==> config.mk <==
export PLATFORM = sky130hd
export DESIGN_NAME = coin_credit_display
export DESIGN_NICKNAME = d
export VERILOG_FILES = /design/src/rtl/coin_credit_pkg.sv /design/src/rtl/coin_btn_edge.sv /design/src/rtl/coin_sat_counter.sv /design/src/rtl/coin_credit_digits.sv /design/src/rtl/coin_credit_display.sv
export SDC_FILE = /design/constraint.sdc
export NUM_CORES = 1
export LEC_CHECK = 0
export CAP_MARGIN = 30
export CORE_UTILIZATION = 66
export DETAILED_ROUTE_END_ITERATION = 7
export PLACE_DENSITY = 0.88
export SETUP_SLACK_MARGIN = 0.4
export SYNTH_ARGS = -nofsm -noshare
export SYNTH_HDL_FRONTEND = slang
export SYNTH_SLANG_ARGS = --single-unit
==> constraint.sdc <==
create_clock -name clk -period 13.1 [get_ports clk]
set_input_delay 1.965 -clock clk [delete_from_list [all_inputs] [get_ports clk]]
set_output_delay 1.965 -clock clk [all_outputs]
set_load 0.03 [all_outputs]
==> src/rtl/coin_credit_pkg.sv <==
package coin_credit_pkg;

  localparam int COIN_CENTS = 25;

  // Active-high segments, bit order {dp,g,f,e,d,c,b,a}; dp kept low.
  function automatic logic [7:0] seg_encode(input logic [3:0] digit);
    logic [7:0] pat;
    case (digit)
      4'd0:    pat = 8'h3F;
      4'd1:    pat = 8'h06;
      4'd2:    pat = 8'h5B;
      4'd3:    pat = 8'h4F;
      4'd4:    pat = 8'h66;
      4'd5:    pat = 8'h6D;
      4'd6:    pat = 8'h7D;
      4'd7:    pat = 8'h07;
      4'd8:    pat = 8'h7F;
      4'd9:    pat = 8'h6F;
      default: pat = 8'h00;
    endcase
    return pat;
  endfunction

  // Credit in cents below one dollar; at or above, dollars and dimes.
  function automatic logic [3:0] credit_left(input int coins);
    int cents;
    cents = coins * COIN_CENTS;
    if (cents < 100) return 4'(cents / 10);
    return 4'((cents / 100) % 10);
  endfunction

  function automatic logic [3:0] credit_right(input int coins);
    int cents;
    cents = coins * COIN_CENTS;
    if (cents < 100) return 4'(cents % 10);
    return 4'((cents % 100) / 10);
  endfunction

endpackage

==> src/rtl/coin_btn_edge.sv <==
module coin_btn_edge #(
  parameter int SYNC_STAGES = 2
) (
  input  logic clk,
  input  logic rst,
  input  logic btn_raw,
  output logic btn_sync,
  output logic press_pulse
);

  logic [SYNC_STAGES-1:0] sync_chain;
  logic                   prev_q;

  generate
    for (genvar s = 0; s < SYNC_STAGES; s++) begin : g_stage
      if (s == 0) begin : g_first
        always_ff @(posedge clk) begin
          if (rst) sync_chain[0] <= 1'b0;
          else     sync_chain[0] <= btn_raw;
        end
      end else begin : g_next
        always_ff @(posedge clk) begin
          if (rst) sync_chain[s] <= 1'b0;
          else     sync_chain[s] <= sync_chain[s-1];
        end
      end
    end
  endgenerate

  assign btn_sync = sync_chain[SYNC_STAGES-1];

  always_ff @(posedge clk) begin
    if (rst) prev_q <= 1'b0;
    else     prev_q <= btn_sync;
  end

  assign press_pulse = btn_sync & ~prev_q;

  AST_PULSE_SINGLE: assert property (@(posedge clk) disable iff (rst)
    press_pulse |=> !press_pulse) else $error("edge pulse lasted two cycles");

endmodule

==> src/rtl/coin_sat_counter.sv <==
module coin_sat_counter #(
  parameter int MAX_COINS = 4,
  localparam int CNT_W = $clog2(MAX_COINS + 1)
) (
  input  logic             clk,
  input  logic             rst,
  input  logic             press_pulse,
  output logic [CNT_W-1:0] count
);

  localparam logic [CNT_W-1:0] FULL = CNT_W'(MAX_COINS);

  logic inc_en;
  assign inc_en = press_pulse & (count != FULL);

  always_ff @(posedge clk) begin
    if (rst)         count <= '0;
    else if (inc_en) count <= count + 1'b1;
  end

  AST_STEP_ONE: assert property (@(posedge clk) disable iff (rst)
    inc_en |=> count == $past(count) + 1'b1) else $error("count did not step by one");
  AST_HOLD_IDLE: assert property (@(posedge clk) disable iff (rst)
    !press_pulse |=> $stable(count)) else $error("count moved without a press");
  AST_NO_OVERFLOW: assert property (@(posedge clk) disable iff (rst)
    count <= FULL) else $error("count above limit");
  AST_SAT_HOLD: assert property (@(posedge clk) disable iff (rst)
    (count == FULL) |=> count == FULL) else $error("count left saturation");

endmodule

==> src/rtl/coin_credit_digits.sv <==
module coin_credit_digits
  import coin_credit_pkg::*;
#(
  parameter int CNT_W = 3
) (
  input  logic             clk,
  input  logic             rst,
  input  logic [CNT_W-1:0] count,
  output logic [7:0]       seg_left,
  output logic [7:0]       seg_right
);

  logic [3:0] digit_l, digit_r;

  always_comb begin
    digit_l   = credit_left(int'(count));
    digit_r   = credit_right(int'(count));
    seg_left  = seg_encode(digit_l);
    seg_right = seg_encode(digit_r);
  end

  AST_DP_OFF: assert property (@(posedge clk) disable iff (rst)
    !seg_left[7] && !seg_right[7]) else $error("decimal point lit");
  AST_ZERO_SHOWS_00: assert property (@(posedge clk) disable iff (rst)
    (count == '0) |-> (seg_left == 8'h3F && seg_right == 8'h3F)) else $error("zero credit not 00");

endmodule

==> src/rtl/coin_credit_display.sv <==
module coin_credit_display #(
  parameter int SYNC_STAGES = 2,
  parameter int MAX_COINS   = 4,
  localparam int CNT_W      = $clog2(MAX_COINS + 1)
) (
  input  logic             clk,
  input  logic             rst,
  input  logic             coin_btn,
  output logic [CNT_W-1:0] coin_count,
  output logic [7:0]       seg_left,
  output logic [7:0]       seg_right
);

  logic btn_sync;
  logic press_pulse;

  coin_btn_edge #(.SYNC_STAGES(SYNC_STAGES)) u_edge (
    .clk         (clk),
    .rst         (rst),
    .btn_raw     (coin_btn),
    .btn_sync    (btn_sync),
    .press_pulse (press_pulse)
  );

  coin_sat_counter #(.MAX_COINS(MAX_COINS)) u_count (
    .clk         (clk),
    .rst         (rst),
    .press_pulse (press_pulse),
    .count       (coin_count)
  );

  coin_credit_digits #(.CNT_W(CNT_W)) u_digits (
    .clk       (clk),
    .rst       (rst),
    .count     (coin_count),
    .seg_left  (seg_left),
    .seg_right (seg_right)
  );

  AST_PULSE_NEEDS_SYNC: assert property (@(posedge clk) disable iff (rst)
    press_pulse |-> btn_sync) else $error("pulse without synced high");

endmodule

==> out/summary.log <==
qor: run_status.status finished with violations
qor: run_status.failed_checks design-rule violations
qor: setup_path.worstReg2RegStart u_count.count[0]$_SDFFE_PP0P_
qor: synthesis.syn-cell-area 0.00316 mm²
qor: sta.timing_hold_violations_final 0
qor: pwr.pwr_density_cell 35.7 mW/mm²
qor: setup_path.worst_path_fanout_max 20
qor: sta.worst_slew_pin_slew 1060 ps
qor: routing.vias_per_cell 7.20
qor: synthesis.netlist_instances 461
qor: sta.setup_tns 0 ps
qor: grt.global_route.usage.met1 47.9%
qor: routing.antenna_violating_nets_post_route 0
qor: routing.post-route-drc-count 3
qor: sta.finalSetupViolCount 0
qor: die.row_count 24
qor: setup_path.path_class reg2out
qor: synthesis.yosys_most_used_dff dfxtp_1
qor: die.design.portCount 22
qor: grt.gr-total-overflow 0
qor: grt.grt_first_pass_wirelength 15000 µm
qor: grt.track_usage 35.6%
qor: routing.finalWirelength 8880 µm
qor: worst_hold_path.min_path_cells 1
qor: synthesis.syn-mean-instance-area 6.85 µm²
qor: grt.antenna_found_initial 0
qor: placement.routabilityCongestion 1.02
qor: cts.post_cts_hold_buffer_count 0
qor: worst_hold_path.hold_path_class reg2reg
qor: cts.clock_tree_from_tritoncts done
qor: pwr.max-vdd-ir-drop 0.0000722 V
qor: sta.timing.slew.headroom 29.2%
qor: finish.area_delta_synth_final 5.62%
qor: grt.grt_max_degree 21
qor: finish.antenna_cells 0
qor: worst_hold_path.hold_sp u_edge.sync_chain[0]$_SDFF_PP0_
qor: routing.drt_iter0_markers 324
qor: grt.globalRouteMet2Util 60.0%
qor: die.die-height 71.2 µm
qor: synthesis.postSynthRegisterBits 6
qor: synthesis.synth-warning-count 0
qor: cts.clock_sink_count 6
qor: sta.whs 448 ps
qor: routing.route.vias.total 3684
qor: synthesis.async_reset_ff_share 0%
qor: setup_path.timing.rr.end u_count.count[1]$_SDFFE_PP0P_
qor: synthesis.synth-edff-count 0
qor: worst_hold_path.timing.hold.worst_endpoint u_edge.btn_sync$_SDFF_PP0_
qor: pwr.power_frac_clock 23.1%
qor: cts.clockBufferDepth 2
qor: cts.clock_latency 220 ps
qor: setup_path.cp_data_required_time 11140 ps
qor: placement.port_buffers 19
qor: sta.worst_clock_skew 1.72 ps
qor: grt.gr-max-usage-layer met2
qor: finish.num-nets-final 494
qor: cts.cts_buf_count 3
qor: sta.grt_setup_unrepaired false
qor: cts.cts_resized 0
qor: setup_path.endpoint_kind output port
qor: die.floorplan.initialDensity 70.6%
qor: sta.maxClockFrequency 0.0929 GHz
qor: cts.clkTransAtPathRegs 40 ps
qor: pwr.cellInternalPower 65.8 µW
qor: synthesis.yosys.cell_types.count 83
qor: finish.drive_above_1_share 5.43%
qor: synthesis.seq_area_frac_synth 3.80%
qor: setup_path.rrSetupSlack 10620 ps
qor: die.die_w 71.2 µm
qor: routing.detail_route.first_pass.iterations 7
qor: pwr.leakage 0.00132 µW
qor: setup_path.startpoint_type flip-flop
qor: sta.timing.final.max_slew_violations 0
qor: routing.wl_per_cell 17.3 µm
qor: grt.vias_in_the_first_global_route 3294
qor: job.maxCapViolations 0
qor: setup_path.worst_r2r_path_depth 4
qor: pwr.power.sequential.fraction 16.9%
qor: pwr.power.share.switching 44.8%
qor: setup_path.worstPathArrival 8800 ps
qor: cts.cts_htree_levels 1
qor: finish.layout.filler_cells 355
qor: pwr.p_sw 53.4 µW
qor: placement.dpl.hpwl 6780 µm
qor: sta.min_period_over_period 82.2%
qor: pwr.share_comb_of_total_power 60.0%
qor: die.die_area 0.00507 mm²
qor: die.core 0.00447 mm²
qor: cts.cell_at_the_root_of_the_clock_tree clkbuf_8
qor: grt.globalRouteMet3Util 2.14%
qor: cts.cts_post_setup_buffers_inserted 0
qor: sta.period_needed 10770 ps
-- cells in the mapped netlist, types with 4 or more instances --
cell type	instances	area share (%)
nor2_1	48	5.7
nand2_1	43	5.1
o21ai_0	33	5.2
ha_1	29	11
nand3_1	21	3.3
xnor2_1	21	5.8
inv_1	18	2.1
o211ai_1	15	3.6
nor3_1	14	2.2
a21oi_1	13	2.1
clkbuf_1	11	1.3
o21ai_1	9	1.4
a211oi_1	8	1.9
buf_2	8	1.3
nor4_1	8	1.6
o21a_1	8	1.9
o22ai_1	7	1.4
a31oi_1	6	1.2
and2_1	6	1.2
dfxtp_1	6	3.8
or3_1	6	1.2
xor2_1	6	1.7
a21o_1	5	1.2
nor2b_1	5	0.99
o31ai_1	5	1.2
a211o_1	4	1.1
nand3b_1	4	0.95
or2_2	4	0.79
-- final cells by class --
cell class / count / area (µm²) / share of cell area, %
clock buffer: 3 / 41.3 / 1.24
inverter: 19 / 71.3 / 2.14
multi-input combinational: 413 / 2850 / 85.4
sequential: 6 / 120 / 3.60
tap: 52 / 65.1 / 1.95
timing repair buffer: 19 / 190 / 5.70
-- routing by layer --
metal	wire [µm]	vias to the layer above
met5	0	-
met4	263	0
met3	719	32
met2	4080	222
met1	3810	1686
li1	-	1744
-- kinds of logic after synthesis --
kind of cell / Yosys count / share of synthesized area, %
AOI/OAI and AO/OA: 158 / 37.1
DFF: 6 / 3.80
other: 1 / 0.119
buffers and inverters: 43 / 6.14
xor gates and xnor gates: 28 / 8.00
muxes: 5 / 1.78
adders and majority gates: 32 / 12.4
and+or+nand+nor: 188 / 30.6
-- through the flow --
| step | total power [µW] | util, % | area [µm²] | instances | setup slack, ps |
|---|---|---|---|---|---|
| finish | 119 | 74.6 | 3340 | 512 | 2330 |
| global route | 125 | 74.6 | 3340 | 512 | 1800 |
| CTS | 119 | 74.6 | 3340 | 512 | 2480 |
| detailed placement | 90.3 | 73.7 | 3300 | 509 | 2720 |
| global placement | 89.1 | 73.7 | 3300 | 509 | 2910 |
| floorplan | 71.6 | - | 3160 | 462 | 3680 |
-- power groups by stage --
stage	registers (µW)	clock network, µW	logic (µW)
after global routing	20.3	28.3	76.9
final	20.2	27.5	71.5
after detailed placement	20.4	0	69.9
after global placement	20.3	0	68.8
after floorplan	20.2	0	51.4
after CTS	20.1	28.2	70.3
-- critical path: stages, from the launching register on --
cell	delay, ps
dfxtp_1	680
clkinv_1	530
ha_1	730
nor3_1	550
nor2_1	90
ha_1	300
nand2b_1	160
a211o_1	350
nand2_1	230
a21oi_4	110
xnor2_2	220
o41a_1	530
xnor2_1	180
a211oi_2	560
o2111ai_1	390
a31oi_4	470
or4_1	200
nand3_1	70
or4_1	410
nor4_2	300
mux2_4	370
or2_1	280
o211ai_1	180
clkdlybuf4s50_1	690
-- state kept, by name (all words and copies together) (netlist names) --
register / flops
u_count.count: 3
u_edge.btn_sync: 1
u_edge.prev_q: 1
u_edge.sync_chain: 1
-- how the worst max path moves through the flow --
stage | from | endpoint | slack [ps] | depth (start not counted)
finish | u_count.count[0]$_SDFFE_PP0P_ | seg_right[0] | 2330 | 23
detailed placement | u_count.count[0]$_SDFFE_PP0P_ | seg_right[0] | 2720 | 23
global placement | u_count.count[0]$_SDFFE_PP0P_ | seg_right[0] | 2910 | 23
floorplan | u_count.count[2]$_SDFFE_PP0P_ | seg_right[0] | 3680 | 27
global route | u_count.count[0]$_SDFFE_PP0P_ | seg_right[0] | 1800 | 23
CTS | u_count.count[0]$_SDFFE_PP0P_ | seg_right[0] | 2480 | 23
-- cell usage in the layout (no fill, tap or decap), types with 8 or more instances in the layout --
cell type | Yosys | final
nand2_1 | 43 | 43
clkdlybuf4s50_1 | 0 | 19
o21a_1 | 8 | 8
nor4_1 | 8 | 8
xnor2_1 | 21 | 21
inv_1 | 18 | 18
nor2_1 | 48 | 48
o211ai_1 | 15 | 15
nor3_1 | 14 | 14
o21ai_0 | 33 | 33
a21oi_1 | 13 | 13
ha_1 | 29 | 29
nand3_1 | 21 | 21
o21ai_1 | 9 | 9
a211oi_1 | 8 | 8
(Power assumes the default switching activity.)
